`config.mk`:
```
export PLATFORM = sky130hd
export DESIGN_NAME = beacon_preamble_gen
export DESIGN_NICKNAME = d
export VERILOG_FILES = /design/src/rtl/bp_pkg.sv /design/src/rtl/bp_step_counter.sv /design/src/rtl/bp_hop_unit.sv /design/src/rtl/bp_polarity_unit.sv /design/src/rtl/beacon_preamble_gen.sv
export SDC_FILE = /design/constraint.sdc
export NUM_CORES = 1
export LEC_CHECK = 0
export BUFFER_PORTS_ARGS = -buffer_cell sky130_fd_sc_hd__buf_2
export CAP_MARGIN = 30
export CORE_MARGIN = 4
export CORE_UTILIZATION = 35
export DETAILED_ROUTE_END_ITERATION = 10
export GPL_ROUTABILITY_DRIVEN = 0
export PLACE_DENSITY = 0.53
export SYNTH_ARGS = -nofsm -noshare
export SYNTH_HDL_FRONTEND = slang
export SYNTH_HIERARCHICAL = 1
export SYNTH_SLANG_ARGS = --single-unit
```
`constraint.sdc`:
```
create_clock -name clk -period 15.3 [get_ports clk]
set_clock_uncertainty 0.1 [all_clocks]
set_input_delay 0.765 -clock clk [delete_from_list [all_inputs] [get_ports clk]]
set_output_delay 0.765 -clock clk [all_outputs]
set_load 0.05 [all_outputs]
```
`src/rtl/bp_pkg.sv`:
```
package bp_pkg;

  // Block configuration
  localparam int SEQ_LEN     = 79;   // pulses per base pattern (prime)
  localparam int NUM_SEQ     = 20;   // selectable piconet codes
  localparam int NORMAL_REPS = 120;  // plain repetitions
  localparam int SIG_REPS    = 3;    // signature repetitions at the end
  localparam int FLIP_REPS   = 2;    // trailing repetitions sent inverted

  // Hop index arithmetic: (i * n^2) mod q
  function automatic int hop_index(input int i, input int n, input int q);
    return (i * n * n) % q;
  endfunction

endpackage

```
`src/rtl/bp_step_counter.sv`:
```
module bp_step_counter #(
  parameter int SEQ_LEN    = 79,
  parameter int TOTAL_REPS = 123,
  parameter int NUM_SEQ    = 20,
  parameter int IDX_W      = 7,
  parameter int REP_W      = 7,
  parameter int SEL_W      = 5
) (
  input  logic             clk,
  input  logic             rst_n,
  input  logic             start_i,
  input  logic [SEL_W-1:0] seq_sel_i,
  input  logic             tick_i,
  output logic             fire_o,
  output logic             last_o,
  output logic [SEL_W-1:0] seq_o,
  output logic [IDX_W-1:0] idx_o,
  output logic [REP_W-1:0] rep_o
);

  logic             busy_q;
  logic [SEL_W-1:0] seq_q;
  logic [IDX_W-1:0] idx_q;
  logic [REP_W-1:0] rep_q;

  logic sel_valid, accept, idx_end, rep_end;

  assign sel_valid = (seq_sel_i != '0) && (seq_sel_i <= SEL_W'(NUM_SEQ));
  assign accept    = start_i && !busy_q && sel_valid;
  assign fire_o    = tick_i && busy_q;
  assign idx_end   = (idx_q == IDX_W'(SEQ_LEN - 1));
  assign rep_end   = (rep_q == REP_W'(TOTAL_REPS - 1));
  assign last_o    = fire_o && idx_end && rep_end;

  assign seq_o = seq_q;
  assign idx_o = idx_q;
  assign rep_o = rep_q;

  always_ff @(posedge clk or negedge rst_n) begin
    if (!rst_n) begin
      busy_q <= 1'b0;
      seq_q  <= '0;
      idx_q  <= '0;
      rep_q  <= '0;
    end else if (accept) begin
      busy_q <= 1'b1;
      seq_q  <= seq_sel_i;
      idx_q  <= '0;
      rep_q  <= '0;
    end else if (fire_o) begin
      if (idx_end) begin
        idx_q <= '0;
        if (rep_end) busy_q <= 1'b0;
        else         rep_q  <= rep_q + 1'b1;
      end else begin
        idx_q <= idx_q + 1'b1;
      end
    end
  end

  AST_IDX_RANGE: assert property (@(posedge clk) disable iff (!rst_n)
    idx_q < IDX_W'(SEQ_LEN));

  AST_BUSY_START_IGNORED: assert property (@(posedge clk) disable iff (!rst_n)
    (busy_q && start_i && !tick_i) |=> ($stable(seq_q) && $stable(idx_q) && $stable(rep_q) && busy_q));

  AST_RUN_ENDS: assert property (@(posedge clk) disable iff (!rst_n)
    last_o |=> !busy_q);

endmodule

```
`src/rtl/bp_hop_unit.sv`:
```
module bp_hop_unit #(
  parameter int SEQ_LEN = 79,
  parameter int IDX_W   = 7,
  parameter int SEL_W   = 5
) (
  input  logic [SEL_W-1:0] seq_i,
  input  logic [IDX_W-1:0] idx_i,
  output logic [IDX_W-1:0] hop_o
);

  always_comb begin
    hop_o = IDX_W'(bp_pkg::hop_index(int'(seq_i), int'(idx_i), SEQ_LEN));
  end

endmodule

```
`src/rtl/bp_polarity_unit.sv`:
```
module bp_polarity_unit #(
  parameter int SEQ_LEN    = 79,
  parameter int NUM_SEQ    = 20,
  parameter int TOTAL_REPS = 123,
  parameter int SIG_REPS   = 3,
  parameter int FLIP_REPS  = 2,
  parameter int IDX_W      = 7,
  parameter int REP_W      = 7,
  parameter int SEL_W      = 5
) (
  input  logic [SEL_W-1:0] seq_i,
  input  logic [IDX_W-1:0] idx_i,
  input  logic [REP_W-1:0] rep_i,
  output logic             pol_o,
  output logic             sig_o
);

  typedef logic [SEQ_LEN-1:0]              qr_t;
  typedef logic [NUM_SEQ-1:0][SEQ_LEN-1:0] rows_t;

  // Nonzero squares modulo SEQ_LEN
  function automatic qr_t square_mask();
    qr_t m = '0;
    for (int y = 1; y < SEQ_LEN; y++) m[(y * y) % SEQ_LEN] = 1'b1;
    return m;
  endfunction

  // Paley order-(SEQ_LEN+1) matrix rows 1..NUM_SEQ, columns 0..SEQ_LEN-1
  function automatic rows_t build_rows();
    rows_t r = '0;
    qr_t   m = square_mask();
    for (int k = 0; k < NUM_SEQ; k++) begin
      for (int c = 0; c < SEQ_LEN; c++) begin
        if (c == 0)          r[k][c] = 1'b0;
        else if (c == k + 1) r[k][c] = 1'b1;
        else                 r[k][c] = m[(k + 1 - c + SEQ_LEN) % SEQ_LEN];
      end
    end
    return r;
  endfunction

  localparam rows_t ROWS = build_rows();

  logic [SEL_W-1:0] row_sel;
  logic             flip;

  always_comb begin
    row_sel = (seq_i == '0) ? '0 : seq_i - 1'b1;
    flip    = (rep_i >= REP_W'(TOTAL_REPS - FLIP_REPS));
    sig_o   = (rep_i >= REP_W'(TOTAL_REPS - SIG_REPS));
    pol_o   = ROWS[row_sel][idx_i] ^ flip;
  end

endmodule

```
`src/rtl/beacon_preamble_gen.sv`:
```
module beacon_preamble_gen #(
  parameter int SEQ_LEN     = bp_pkg::SEQ_LEN,
  parameter int NUM_SEQ     = bp_pkg::NUM_SEQ,
  parameter int NORMAL_REPS = bp_pkg::NORMAL_REPS,
  parameter int SIG_REPS    = bp_pkg::SIG_REPS,
  parameter int FLIP_REPS   = bp_pkg::FLIP_REPS,
  localparam int TOTAL_REPS = NORMAL_REPS + SIG_REPS,
  localparam int IDX_W      = $clog2(SEQ_LEN),
  localparam int REP_W      = $clog2(TOTAL_REPS),
  localparam int SEL_W      = $clog2(NUM_SEQ + 1)
) (
  input  logic             clk,
  input  logic             rst_n,
  input  logic             start_i,
  input  logic [SEL_W-1:0] seq_sel_i,
  input  logic             tick_i,
  output logic             pulse_o,
  output logic [IDX_W-1:0] hop_o,
  output logic             pol_o,
  output logic             eobp_o,
  output logic             done_o
);

  // Internal events, named for the assertions
  logic             fire, last;
  logic [SEL_W-1:0] cur_seq;
  logic [IDX_W-1:0] cur_idx;
  logic [REP_W-1:0] cur_rep;
  logic [IDX_W-1:0] hop_next;
  logic             pol_next, sig_next;
  logic             last_q, sig_seen_q;

  bp_step_counter #(
    .SEQ_LEN(SEQ_LEN), .TOTAL_REPS(TOTAL_REPS), .NUM_SEQ(NUM_SEQ),
    .IDX_W(IDX_W), .REP_W(REP_W), .SEL_W(SEL_W)
  ) i_counter (
    .clk(clk), .rst_n(rst_n), .start_i(start_i), .seq_sel_i(seq_sel_i),
    .tick_i(tick_i), .fire_o(fire), .last_o(last),
    .seq_o(cur_seq), .idx_o(cur_idx), .rep_o(cur_rep)
  );

  bp_hop_unit #(
    .SEQ_LEN(SEQ_LEN), .IDX_W(IDX_W), .SEL_W(SEL_W)
  ) i_hop (
    .seq_i(cur_seq), .idx_i(cur_idx), .hop_o(hop_next)
  );

  bp_polarity_unit #(
    .SEQ_LEN(SEQ_LEN), .NUM_SEQ(NUM_SEQ), .TOTAL_REPS(TOTAL_REPS),
    .SIG_REPS(SIG_REPS), .FLIP_REPS(FLIP_REPS),
    .IDX_W(IDX_W), .REP_W(REP_W), .SEL_W(SEL_W)
  ) i_pol (
    .seq_i(cur_seq), .idx_i(cur_idx), .rep_i(cur_rep),
    .pol_o(pol_next), .sig_o(sig_next)
  );

  always_ff @(posedge clk or negedge rst_n) begin
    if (!rst_n) begin
      pulse_o    <= 1'b0;
      hop_o      <= '0;
      pol_o      <= 1'b0;
      eobp_o     <= 1'b0;
      last_q     <= 1'b0;
      done_o     <= 1'b0;
      sig_seen_q <= 1'b0;
    end else begin
      pulse_o <= fire;
      hop_o   <= fire ? hop_next : '0;
      pol_o   <= fire && pol_next;
      eobp_o  <= fire && sig_next;
      last_q  <= last;
      done_o  <= last_q;
      if (done_o)                 sig_seen_q <= 1'b0;
      else if (pulse_o && eobp_o) sig_seen_q <= 1'b1;
    end
  end

  AST_DONE_AFTER_PULSE: assert property (@(posedge clk) disable iff (!rst_n)
    done_o |-> $past(pulse_o));

  AST_DONE_ONE_CYCLE: assert property (@(posedge clk) disable iff (!rst_n)
    done_o |=> !done_o);

  AST_IDLE_QUIET: assert property (@(posedge clk) disable iff (!rst_n)
    !pulse_o |-> (hop_o == '0 && !pol_o && !eobp_o));

  AST_HOP_RANGE: assert property (@(posedge clk) disable iff (!rst_n)
    pulse_o |-> (hop_o < IDX_W'(SEQ_LEN)));

  AST_SIGNATURE_HOLDS: assert property (@(posedge clk) disable iff (!rst_n)
    (pulse_o && sig_seen_q) |-> eobp_o);

endmodule

```
# Word-level counts from Yosys, hierarchy flattened
# Memories as Yosys holds them, arrays and structs flattened.
# Index checks and enable logic that the tools add are counted.
# word_totals
romBits	2528
mem_count	1
reg_bits	32
# classes
n_eq_ne	3
reduce_logical	16
div	1
add_sub_neg	3
muxes	16
magnitude_cmp	5
mul	2
bitwise_logic	1
# mem_list
name	depth	word_bits	read_ports	rd_clocked_by_memory_dff	wr	line	rtl
(name not given)	32	79	1	0	0	bp_polarity_unit.sv:51	pol_o = ROWS[row_sel][idx_i] ^ flip;
# ops
cell	count
79-bit two-way mux	1
7-bit two-way mux	8
32-bit by 8-bit remainder unit with 32-bit output, second input constant	1
32-bit by 8-bit multiplier with 32-bit output	1
7-bit by 1-bit adder with 7-bit output, second input constant	2
7-bit equality test, second input constant	2
7-bit >= comparator, second input constant	2
5-bit by 7-bit multiplier with 12-bit output	1
1-bit logical AND	8
7-bit by 8-bit less-than comparator with 1-bit output, second input constant	1
1-bit binary-select mux with 7-bit select	1
5-bit by 6-bit less-than comparator with 1-bit output, second input constant	1
3-bit AND reduction	2
2-bit nonzero test	3
5-bit <= comparator, second input constant	1
5-bit zero test	1
1-bit two-way mux	5
5-bit two-way mux	1
5-bit nonzero test	1
5-bit by 1-bit subtractor with 5-bit output, second input constant	1
2-bit by 1-bit inequality test with 1-bit output, second input constant	1
1-bit zero test	1
1-bit bitwise XOR	1

# Longest topological paths before layout
# Gate-level depths: netlist of the first run.
# depth
ltp_word	8
ltp_mapped	68
depth_no_buf	63

# Modules after synthesis
# Netlist of the first run, hierarchy kept.
# by_module_without_submodules
module	cells_per_inst	area_per_inst_um2	instances
bp_hop_unit	986	7627.3	1
bp_polarity_unit	529	3124.2	1
bp_step_counter	113	1147.4	1
beacon_preamble_gen	21	356.6	1

# Worst setup path before layout of the first run
# OpenSTA, ideal clock, no wires.
# synth_timing
kind	reg2reg
start	register i_counter.idx_q[1] (netlist: i_counter/idx_o[1])
end	register hop_o[1]
t_required_ps	15080
path_stages_with_launch	64
arrival_ps	16455
period_less_slack_ps	16676
n_path_buf	3
path_slack_ps	-1376
setup_time_ps	120
path_cell_list	dfrtp_1 -> clkbuf_1 -> nand2_1 -> fa_1 -> fa_1 -> inv_1 -> fa_1 -> ha_1 -> a21o_1 -> a21oi_1 -> o21bai_1 -> a21oi_1 -> o21bai_1 -> a21oi_1 -> xnor2_1 -> and2_1 -> fa_1 -> fa_1 -> [28 not listed] -> a211oi_2 -> o211ai_1 -> and2_1 -> a2111oi_2 -> o21bai_1 -> a2111o_1 -> o311ai_4 -> nor4_1 -> o41ai_4 -> a21oi_2 -> nor2_1 -> xnor2_1 -> ha_1 -> o21ai_1 -> a31oi_2 -> nor2_2 -> mux2_4 -> and2_1
# synth_between
elab_chain_cells	4
# synth_rtl
item	line	rtl
from (decl)	bp_step_counter.sv:23	logic [IDX_W-1:0] idx_q;
from (signal assigned)	bp_step_counter.sv:56	idx_q <= idx_q + 1'b1;
5-bit by 7-bit multiplier with 12-bit output	bp_pkg.sv:12	return (i * n * n) % q;
32-bit by 8-bit multiplier with 32-bit output (*)	bp_pkg.sv:12	
32-bit by 8-bit remainder unit with 32-bit output (*)	bp_pkg.sv:12	
net hop_next[1]	beacon_preamble_gen.sv:29	logic [IDX_W-1:0] hop_next;
7-bit two-way mux (*)	beacon_preamble_gen.sv:68	hop_o <= fire ? hop_next : '0;
to (signal assigned)	beacon_preamble_gen.sv:68	
to (decl)	beacon_preamble_gen.sv:18	output logic [IDX_W-1:0] hop_o,
# The timed path passes the listed nets; every way through them passes the cells marked *.
# A chain may end at the register's enable or synchronous reset.

# Final worst setup path of the first run
# Ends and elaborated chain as after synthesis.

==> impl_metrics.py, run 1 <==
metrics = {
    "run_status": {
        "run_status": "complete, but fails checks",
        "violations": "setup timing",
    },
    "floorplanning": {
        "dieArea_mm2": 0.0381,
        "start_util_pct": 35.5,
        "ios": 20,
        "coreArea_mm2": 0.0345,
        "die_h_um": 195,
        "dieWidth_um": 195,
        "num_rows": 68,
    },
    "timing": {
        "slew_headroom_pct": 36.1,
        "fin_crit_ps": 15770,
        "fin_setup_tns_ps": -2840,
        "final_max_slew_viol_count": 0,
        "worst_slack_ps": -469,
        "setup_violations": 7,
        "rsz0062_at_grt": "true",
        "max_freq_mhz": 63.4,
        "period_share_pct": 103,
        "worstMarginPinSlew_ps": 948,
        "finalHoldViolCount": 0,
    },
    "logic_synthesis": {
        "synth-seq-cells": 32,
        "yosys-top-cells-count": "nand2_1 (177), a21oi_1 (116), nor2_1 (113), inv_1 (95), and2_1 (88)",
        "syn-num-nets": 1798,
        "synth_area_leader_cell": "fa_1",
        "ys_seq_area_share_pct": 6.53,
        "synth_edf_count": 0,
        "syn-mean-instance-area_um2": 7.43,
        "ys_types": 131,
        "synthFlopType": "dfrtp_1",
        "synth_top_area_share_pct": 10.5,
        "async_reset_ff_share_pct": 100,
        "syn_area_mm2": 0.0123,
        "yosys-top-cells-area": "fa_1 (10%), ha_1 (7.8%), dfrtp_1 (6.5%)",
        "post-synth-top-count-cell": "nand2_1",
        "yosys_warnings": 6,
        "syn_inst": 1649,
    },
    "critical_path": {
        "max_stage_delay_ps": 530,
        "crit_family": "compound AO/OA/AOI/OAI gates",
        "cp_num_buf_inv": 14,
        "cp-startpoint": "i_counter/idx_o[1]$_DFFE_PN0P_",
        "critPathRequiredTime_ps": 15360,
        "cpMaxStageDelayCell": "fa_1",
        "critical_path_class": "reg2reg",
        "cp_max_fo": 7,
        "critPathCaptureType": "register",
        "critPathArrivalTime_ps": 15830,
        "timing.rr.start": "i_counter/idx_o[1]$_DFFE_PN0P_",
        "crit_top_cell": "buf_4",
        "crit_path_start_kind": "register",
    },
    "clocking": {
        "tritoncts": "done",
        "cts_buffer_depth": 2,
        "cts-root-buf": "clkbuf_16",
        "cts_buffers": 5,
        "worstSkewPairLatency_ps": 270,
        "clock-sinks": 32,
        "postCtsHoldBufs": 0,
        "htreeDepth": 2,
        "clk_pin_slew_ps": 50,
    },
    "detailed_routing": {
        "dr.pass1.iters": 6,
        "routed_wirelength_mm": 42.2,
        "vias": 14300,
        "drtIter0Drc": 1042,
        "drcViolationCount": 0,
        "wl_per_cell_um": 17.4,
        "antenna_left": 0,
        "vias_per_cell": 5.93,
    },
    "cells_and_area": {
        "drive_above_1_share_pct": 34.4,
        "seqCellArea_um2": 810,
        "layout.nets": 2113,
        "multi_input_area_mm2": 0.0120,
        "antennaDiodeCount": 0,
        "fillCellCount": 3335,
        "areaGrowthSynthToFinish_pct": 38.5,
    },
    "grt": {
        "grt_max_degree": 68,
        "antenna_found_initial": 0,
        "grt_pass1_vias": 13600,
        "grt_pass1_wl_mm": 68.0,
        "track_usage_pct": 20.6,
        "gr-total-overflow": 0,
    },
    "hold_path": {
        "hp-class": "reg2reg",
        "hp-start": "last_q$_DFF_PN0_",
    },
    "place": {
        "dp_hpwl_mm": 31.0,
        "place_ws_ps": -787,
        "port_buffers": 19,
    },
    "run": {
        "cap_viol_max_count": 0,
    },
}
==> layout by cell type (no fill, tap or decap), drive strengths merged, types with 54 or more instances in the layout <==
cell type  count
o21ai        102
nand3         54
ha            76
nor2         117
inv           96
nand2        180
and2          89
a21oi        123
fa            64
buf          402
==> state kept, by name, summed over array words and instances, names as in the netlist <==
signal and cells:
hop_o 7, pol_o 1, i_counter/busy_q 1, last_q 1, i_counter/idx_o 7, i_counter/seq_o 5
i_counter/rep_o 7, pulse_o 1, eobp_o 1, done_o 1
==> worst register-to-register path, delay by kind of cell, from the launching register on <==
kind                     cells  cell delay (ps)
multiplexers                 3              920
flip-flops                   1              440
XOR/XNOR                     2              330
buffers and inverters       14             1880
AO/OA/AOI/OAI               28             5690
adder cells (fa/ha/maj)     11             4320
AND/OR/NAND/NOR             14             1960
==> final timing paths <==
check                                                 endpoint  slack (ps)  cells past startpoint
worst max-delay path                        hop_o[1]$_DFF_PN0_        -470                     72
max in group asynchronous       i_counter/idx_o[3]$_DFFE_PN0P_       14110                      1
worst min register to register                done_o$_DFF_PN0_         250                      0
worst min-delay path                          done_o$_DFF_PN0_         250                      0
worst max register to register              hop_o[1]$_DFF_PN0_        -470                     72
min in group asynchronous                   hop_o[5]$_DFF_PN0_         460                      1
==> layout make-up <==
class,instances,share of cell area [%]
Inverter,99,2.19
Clock buffer,6,0.818
Clock inverter,2,0.0590
Tap cell,455,3.35
Sequential cell,32,4.77
Timing Repair Buffer,402,18.1
Multi-Input combinational cell,1424,70.7
==> kinds of logic (layout without fill, tap and decap cells) <==
| logic type | count (synthesis) | after routing | share of synthesized area [%] |
|---|---|---|---|
| and+or+nand+nor | 629 | 629 | 26.6 |
| muxes | 45 | 45 | 3.99 |
| xor gates and xnor gates | 53 | 53 | 3.79 |
| buffers and inverters | 193 | 509 | 6.69 |
| AOI/OAI and AO/OA | 553 | 553 | 33.9 |
| adders and majority gates | 144 | 144 | 18.5 |
| DFF | 32 | 32 | 6.53 |
==> through the flow <==
stage | hold slack, ps | instances | instance area (um^2) | util (%)
6_report | 247 | 2420 | 17000 | 49.1
4_1_cts | 247 | 2395 | 16300 | 47.1
3_5_place_dp | 236 | 2355 | 15500 | 44.8
2_1_floorplan | 231 | 1649 | 12800 | -
5_1_grt | 252 | 2420 | 17000 | 49.1
3_3_place_gp | 234 | 2355 | 15500 | 44.8
==> repair_timing <==
item	in CTS	in global routing
endpoints found under the setup margin	7	7
pin swaps	62	88
buffers inserted	32	25
gates resized for setup	74	89
==> routing by layer <==
metal | global-route usage (%) | vias up | wire [um]
li1 | - | 6784 | -
met1 | 28.0 | 6835 | 18300
met2 | 34.1 | 568 | 19700
met4 | 6.96 | 0 | 1630
met5 | 0 | - | 0
met3 | 2.31 | 162 | 2580
Power of run 1 is left out: the tool's default activity adds up to more than one toggle a clock period on the data nets, which glitch-free logic cannot reach.
==> run 2, diff against run 1 <==
BUFFER_PORTS_ARGS = unset   (was -buffer_cell sky130_fd_sc_hd__buf_2)
DONT_BUFFER_PORTS = 1   (was unset)
REMOVE_ABC_BUFFERS = 1   (was unset)
==> run 2 against run 1 <==
Maximum frequency down 1.2%. Hold slack worse by 180 ps. Routed wire length up 11%. Design area up 3.5%. Register-to-register slack worse by 190 ps. First-iteration DRC count up 47%. Setup slack worse by 190 ps. Die area unchanged. Count of clock-buffer cells in the layout down 1. Global-route usage up 2.0 points. Utilization up 1.7 points. The run still ends with setup timing left. Critical path type unchanged.
==> impl_metrics.py, run 2 (synthesis results as in run 1) <==
metrics = {
    "critical_path": {
        "critPathCaptureType": "register",
        "max_stage_delay_ps": 550,
        "cp_num_buf_inv": 14,
        "crit_path_start_kind": "register",
        "crit_top_cell": "buf_4",
        "crit_family": "compound AO/OA/AOI/OAI gates",
        "critPathArrivalTime_ps": 16020,
        "cp_max_fo": 7,
        "cpMaxStageDelayCell": "fa_1",
        "critical_path_class": "reg2reg",
        "critPathRequiredTime_ps": 15370,
    },
    "cells_and_area": {
        "layout_common_cells": "buf_4 (410), nand2_1 (174), nor2_1 (100), a21oi_1 (95), inv_1 (90)",
        "areaGrowthSynthToFinish_pct": 43.4,
        "final_area_mm2": 0.0176,
        "fin_util_pct": 50.9,
        "antennaDiodeCount": 0,
        "drive_above_1_share_pct": 36.6,
        "final_common_cell": "buf_4",
        "layout.nets": 2150,
    },
    "grt": {
        "grt_max_degree": 68,
        "grt_pass1_vias": 14600,
        "track_usage_pct": 22.6,
        "gr-total-overflow": 0,
        "antenna_found_initial": 0,
        "grt_pass1_wl_mm": 74.0,
    },
    "timing": {
        "slew_headroom_pct": 46.2,
        "fin_crit_ps": 15950,
        "worstMarginPinSlew_ps": 804,
        "setup_violations": 7,
        "final_max_slew_viol_count": 0,
        "worst_slack_ps": -655,
        "finalHoldViolCount": 0,
        "period_share_pct": 104,
        "max_freq_mhz": 62.7,
        "fin_setup_tns_ps": -3920,
        "rsz0062_at_grt": "true",
    },
    "detailed_routing": {
        "antenna_left": 0,
        "vias_per_cell": 6.06,
        "wl_per_cell_um": 19.0,
        "vias": 14900,
        "dr.pass1.iters": 6,
        "drtIter0Drc": 1530,
        "routed_wirelength_mm": 46.6,
        "drcViolationCount": 0,
    },
    "clocking": {
        "tritoncts": "done",
        "htreeDepth": 2,
        "cts_buffers": 5,
        "clk_pin_slew_ps": 60,
        "cts-root-buf": "clkbuf_16",
        "clock-sinks": 32,
        "worstSkewPairLatency_ps": 280,
        "cts_buffer_depth": 2,
        "postCtsHoldBufs": 0,
    },
    "place": {
        "dp_hpwl_mm": 31.7,
        "port_buffers": 0,
        "dpl-instance-area_mm2": 0.0150,
    },
    "floorplanning": {
        "start_util_pct": 35.5,
        "ios": 20,
        "dieArea_mm2": 0.0381,
        "dieWidth_um": 195,
        "num_rows": 68,
        "die_h_um": 195,
        "coreArea_mm2": 0.0345,
    },
    "run_status": {
        "violations": "setup timing",
        "run_status": "complete, but fails checks",
    },
    "run": {
        "cap_viol_max_count": 0,
    },
    "hold_path": {
        "hp-class": "in2async",
    },
}
[run 2: cell type report]
type / instances / area [um^2]
tap: 455 / 569
fill: 3231 / 17000
clock buffer: 5 / 125
sequential: 32 / 802
inverter: 99 / 372
multi-input combinational: 1427 / 12300
clock inverter: 3 / 18.8
timing repair buffer: 436 / 3380
[run 2: path summary, 6_finish.rpt]
| path | slack [ps] | to | cells after the start | startpoint |
|---|---|---|---|---|
| hold / removal | 70 | pol_o$_DFF_PN0_ | 0 | rst_n |
| max in group asynchronous | 14940 | i_counter/idx_o[0]$_DFFE_PN0P_ | 0 | rst_n |
| min in group clk | 260 | done_o$_DFF_PN0_ | 0 | last_q$_DFF_PN0_ |
| setup / recovery | -650 | hop_o[1]$_DFF_PN0_ | 71 | i_counter/seq_o[2]$_DFFE_PN0N_ |
| setup reg to reg | -650 | hop_o[1]$_DFF_PN0_ | 71 | i_counter/seq_o[2]$_DFFE_PN0N_ |
| hold reg to reg | 260 | done_o$_DFF_PN0_ | 0 | last_q$_DFF_PN0_ |
[run 2: metrics by stage]
stage	worst slack (ps)	cells	hold slack, ps
final	-655	2457	71.3
after global routing	-1300	2457	57.7
after CTS	-309	2417	66.4
after detailed placement	-1210	2353	248
after global placement	-916	2353	249
after floorplan	-2120	1555	231
[run 2: layer usage]
metal / part of all wire, % / up-vias / track usage [%]
li1: - / 6868 / -
met1: 40 / 7067 / 28.7
met5: 0 / - / 0
met2: 48 / 735 / 39.1
met4: 4.7 / 0 / 8.20
met3: 7.0 / 219 / 3.19
[run 2: worst register-to-register path, delay by kind of cell (launching register included)]
kind	cells	cell delay, ps
AO/OA/AOI/OAI	34	6810
XOR/XNOR	1	210
flip-flops	1	380
AND/OR/NAND/NOR	11	1880
adder cells (fa/ha/maj)	9	3770
buffers and inverters	14	2070
multiplexers	2	630
[run 2: repair_timing]
item                       4_1_cts  5_1_grt
setup buffers                   55       41
resized for setup              195      107
gates cloned                     3        0
setup endpoints to repair        7        7
pin swaps                       97       83
Power of run 2 is left out for the same reason.
==> run 3, diff against run 2 <==
CTS_BUF_LIST = sky130_fd_sc_hd__clkbuf_8   (was unset)
==> run 3 against run 2 <==
The run still ends with setup timing left. Register-to-register slack worse by 30 ps. Routed wire length down 0.19%. First-iteration DRC count shrank 0.59%. Design area decreased by 0.27%. Largest cell class unchanged.
==> impl_metrics.py, run 3 (synthesis results as in run 1) <==
metrics = {
    "critical_path": {
        "critPathRequiredTime_ps": 15390,
        "cpMaxStageDelayCell": "fa_1",
        "critical_path_class": "reg2reg",
        "critPathCaptureType": "register",
        "critPathArrivalTime_ps": 16070,
        "rr_worst_depth": 71,
        "crit_top_cell": "buf_4",
        "r2r_end": "hop_o[1]$_DFF_PN0_",
        "rrSetupSlack_ps": -680,
        "cp_max_fo": 7,
        "cp-endpoint": "hop_o[1]$_DFF_PN0_",
        "crit_path_start_kind": "register",
        "cp-startpoint": "i_counter/seq_o[2]$_DFFE_PN0N_",
        "max_stage_delay_ps": 550,
        "timing.rr.start": "i_counter/seq_o[2]$_DFFE_PN0N_",
    },
    "clocking": {
        "clk_pin_slew_ps": 80,
        "clock-sinks": 32,
        "cts_buffers": 5,
        "worstSkewPairLatency_ps": 290,
        "cts-root-buf": "clkbuf_8",
        "postCtsHoldBufs": 0,
        "tritoncts": "done",
        "cts_buffer_depth": 2,
        "htreeDepth": 2,
    },
    "detailed_routing": {
        "drcViolationCount": 0,
        "dr.pass1.iters": 9,
        "vias": 14900,
        "drtIter0Drc": 1521,
        "vias_per_cell": 6.06,
        "wl_per_cell_um": 18.9,
        "antenna_left": 0,
        "routed_wirelength_mm": 46.5,
    },
    "cells_and_area": {
        "layout_common_cells": "buf_4 (411), nand2_1 (174), nor2_1 (100), a21oi_1 (94), inv_1 (90)",
        "layout.nets": 2151,
        "antennaDiodeCount": 0,
        "fillCellCount": 3245,
        "areaGrowthSynthToFinish_pct": 43.0,
        "final_area_mm2": 0.0175,
        "seqCellArea_um2": 802,
        "drive_above_1_share_pct": 36.7,
        "instances_no_fill": 2458,
        "final_common_cell": "buf_4",
        "multi_input_area_mm2": 0.0123,
    },
    "timing": {
        "slew_headroom_pct": 45.4,
        "worstMarginPinSlew_ps": 816,
        "setup_violations": 7,
        "fin_crit_ps": 15980,
        "finalHoldViolCount": 0,
        "hold_slack_ps": 53.7,
        "worst_slack_ps": -683,
        "rsz0062_at_grt": "true",
        "final_max_slew_viol_count": 0,
        "period_share_pct": 104,
        "max_freq_mhz": 62.6,
    },
    "hold_path": {
        "hp-class": "in2async",
    },
    "place": {
        "port_buffers": 0,
        "dpl-instance-area_mm2": 0.0150,
        "dp.cells": 2353,
        "dp_hpwl_mm": 31.7,
        "place_ws_ps": -1210,
    },
    "grt": {
        "grt_max_degree": 68,
        "grt_pass1_wl_mm": 73.9,
        "antenna_found_initial": 0,
        "track_usage_pct": 22.6,
        "gr-total-overflow": 0,
        "grt_pass1_vias": 14600,
    },
    "floorplanning": {
        "ios": 20,
        "die_h_um": 195,
        "coreArea_mm2": 0.0345,
        "dieArea_mm2": 0.0381,
        "start_util_pct": 35.5,
        "num_rows": 68,
        "dieWidth_um": 195,
    },
    "run_status": {
        "run_status": "complete, but fails checks",
        "violations": "setup timing",
    },
    "run": {
        "cap_viol_max_count": 0,
    },
}
[run 3: repair_timing]
action / in CTS / in global routing
endpoints found under the setup margin: 7 / 7
setup buffers: 55 / 42
cloned: 3 / 0
pin swaps: 98 / 81
resized for setup: 194 / 108
[run 3: worst min path at each step]
| stage | end |
|---|---|
| finish | i_counter/rep_o[1]$_DFFE_PN0P_ |
| global placement | done_o$_DFF_PN0_ |
| global route | pol_o$_DFF_PN0_ |
| CTS | i_counter/rep_o[1]$_DFFE_PN0P_ |
| detailed placement | done_o$_DFF_PN0_ |
| floorplan | done_o$_DFF_PN0_ |
[run 3: area by class of cell]
type | count | area share (%)
Clock buffer | 5 | 0.393
Clock inverter | 3 | 0.107
Inverter | 99 | 2.12
Multi-Input combinational cell | 1427 | 70.2
Sequential cell | 32 | 4.58
Tap cell | 455 | 3.25
Timing Repair Buffer | 437 | 19.3
[run 3: metal layers]
layer | up-vias | GRT usage [%] | share of wire, %
met5 | - | 0 | 0
met4 | 0 | 8.28 | 4.3
met3 | 199 | 3.05 | 6.7
met2 | 724 | 39.1 | 49
met1 | 7104 | 28.8 | 40
li1 | 6862 | - | -
[run 3: metrics by stage]
| step | utilization, % | setup TNS (ps) |
|---|---|---|
| 5_1_grt | 50.7 | -8590 |
| 2_1_floorplan | - | -13140 |
| 6_report | 50.7 | -4130 |
| 3_5_place_dp | 43.4 | -7850 |
| 4_1_cts | 48.1 | -1630 |
| 3_3_place_gp | 43.4 | -5790 |
[run 3: critical path, delay by kind of cell, from the launching register on]
kind	cells	cell delay (ps)
fa+ha+maj	9	3760
compound gates	34	6820
mux	2	630
flops	1	390
buf+inv	14	2070
xor+xnor	1	210
simple gates	11	1890
Power of run 3 is left out for the same reason.
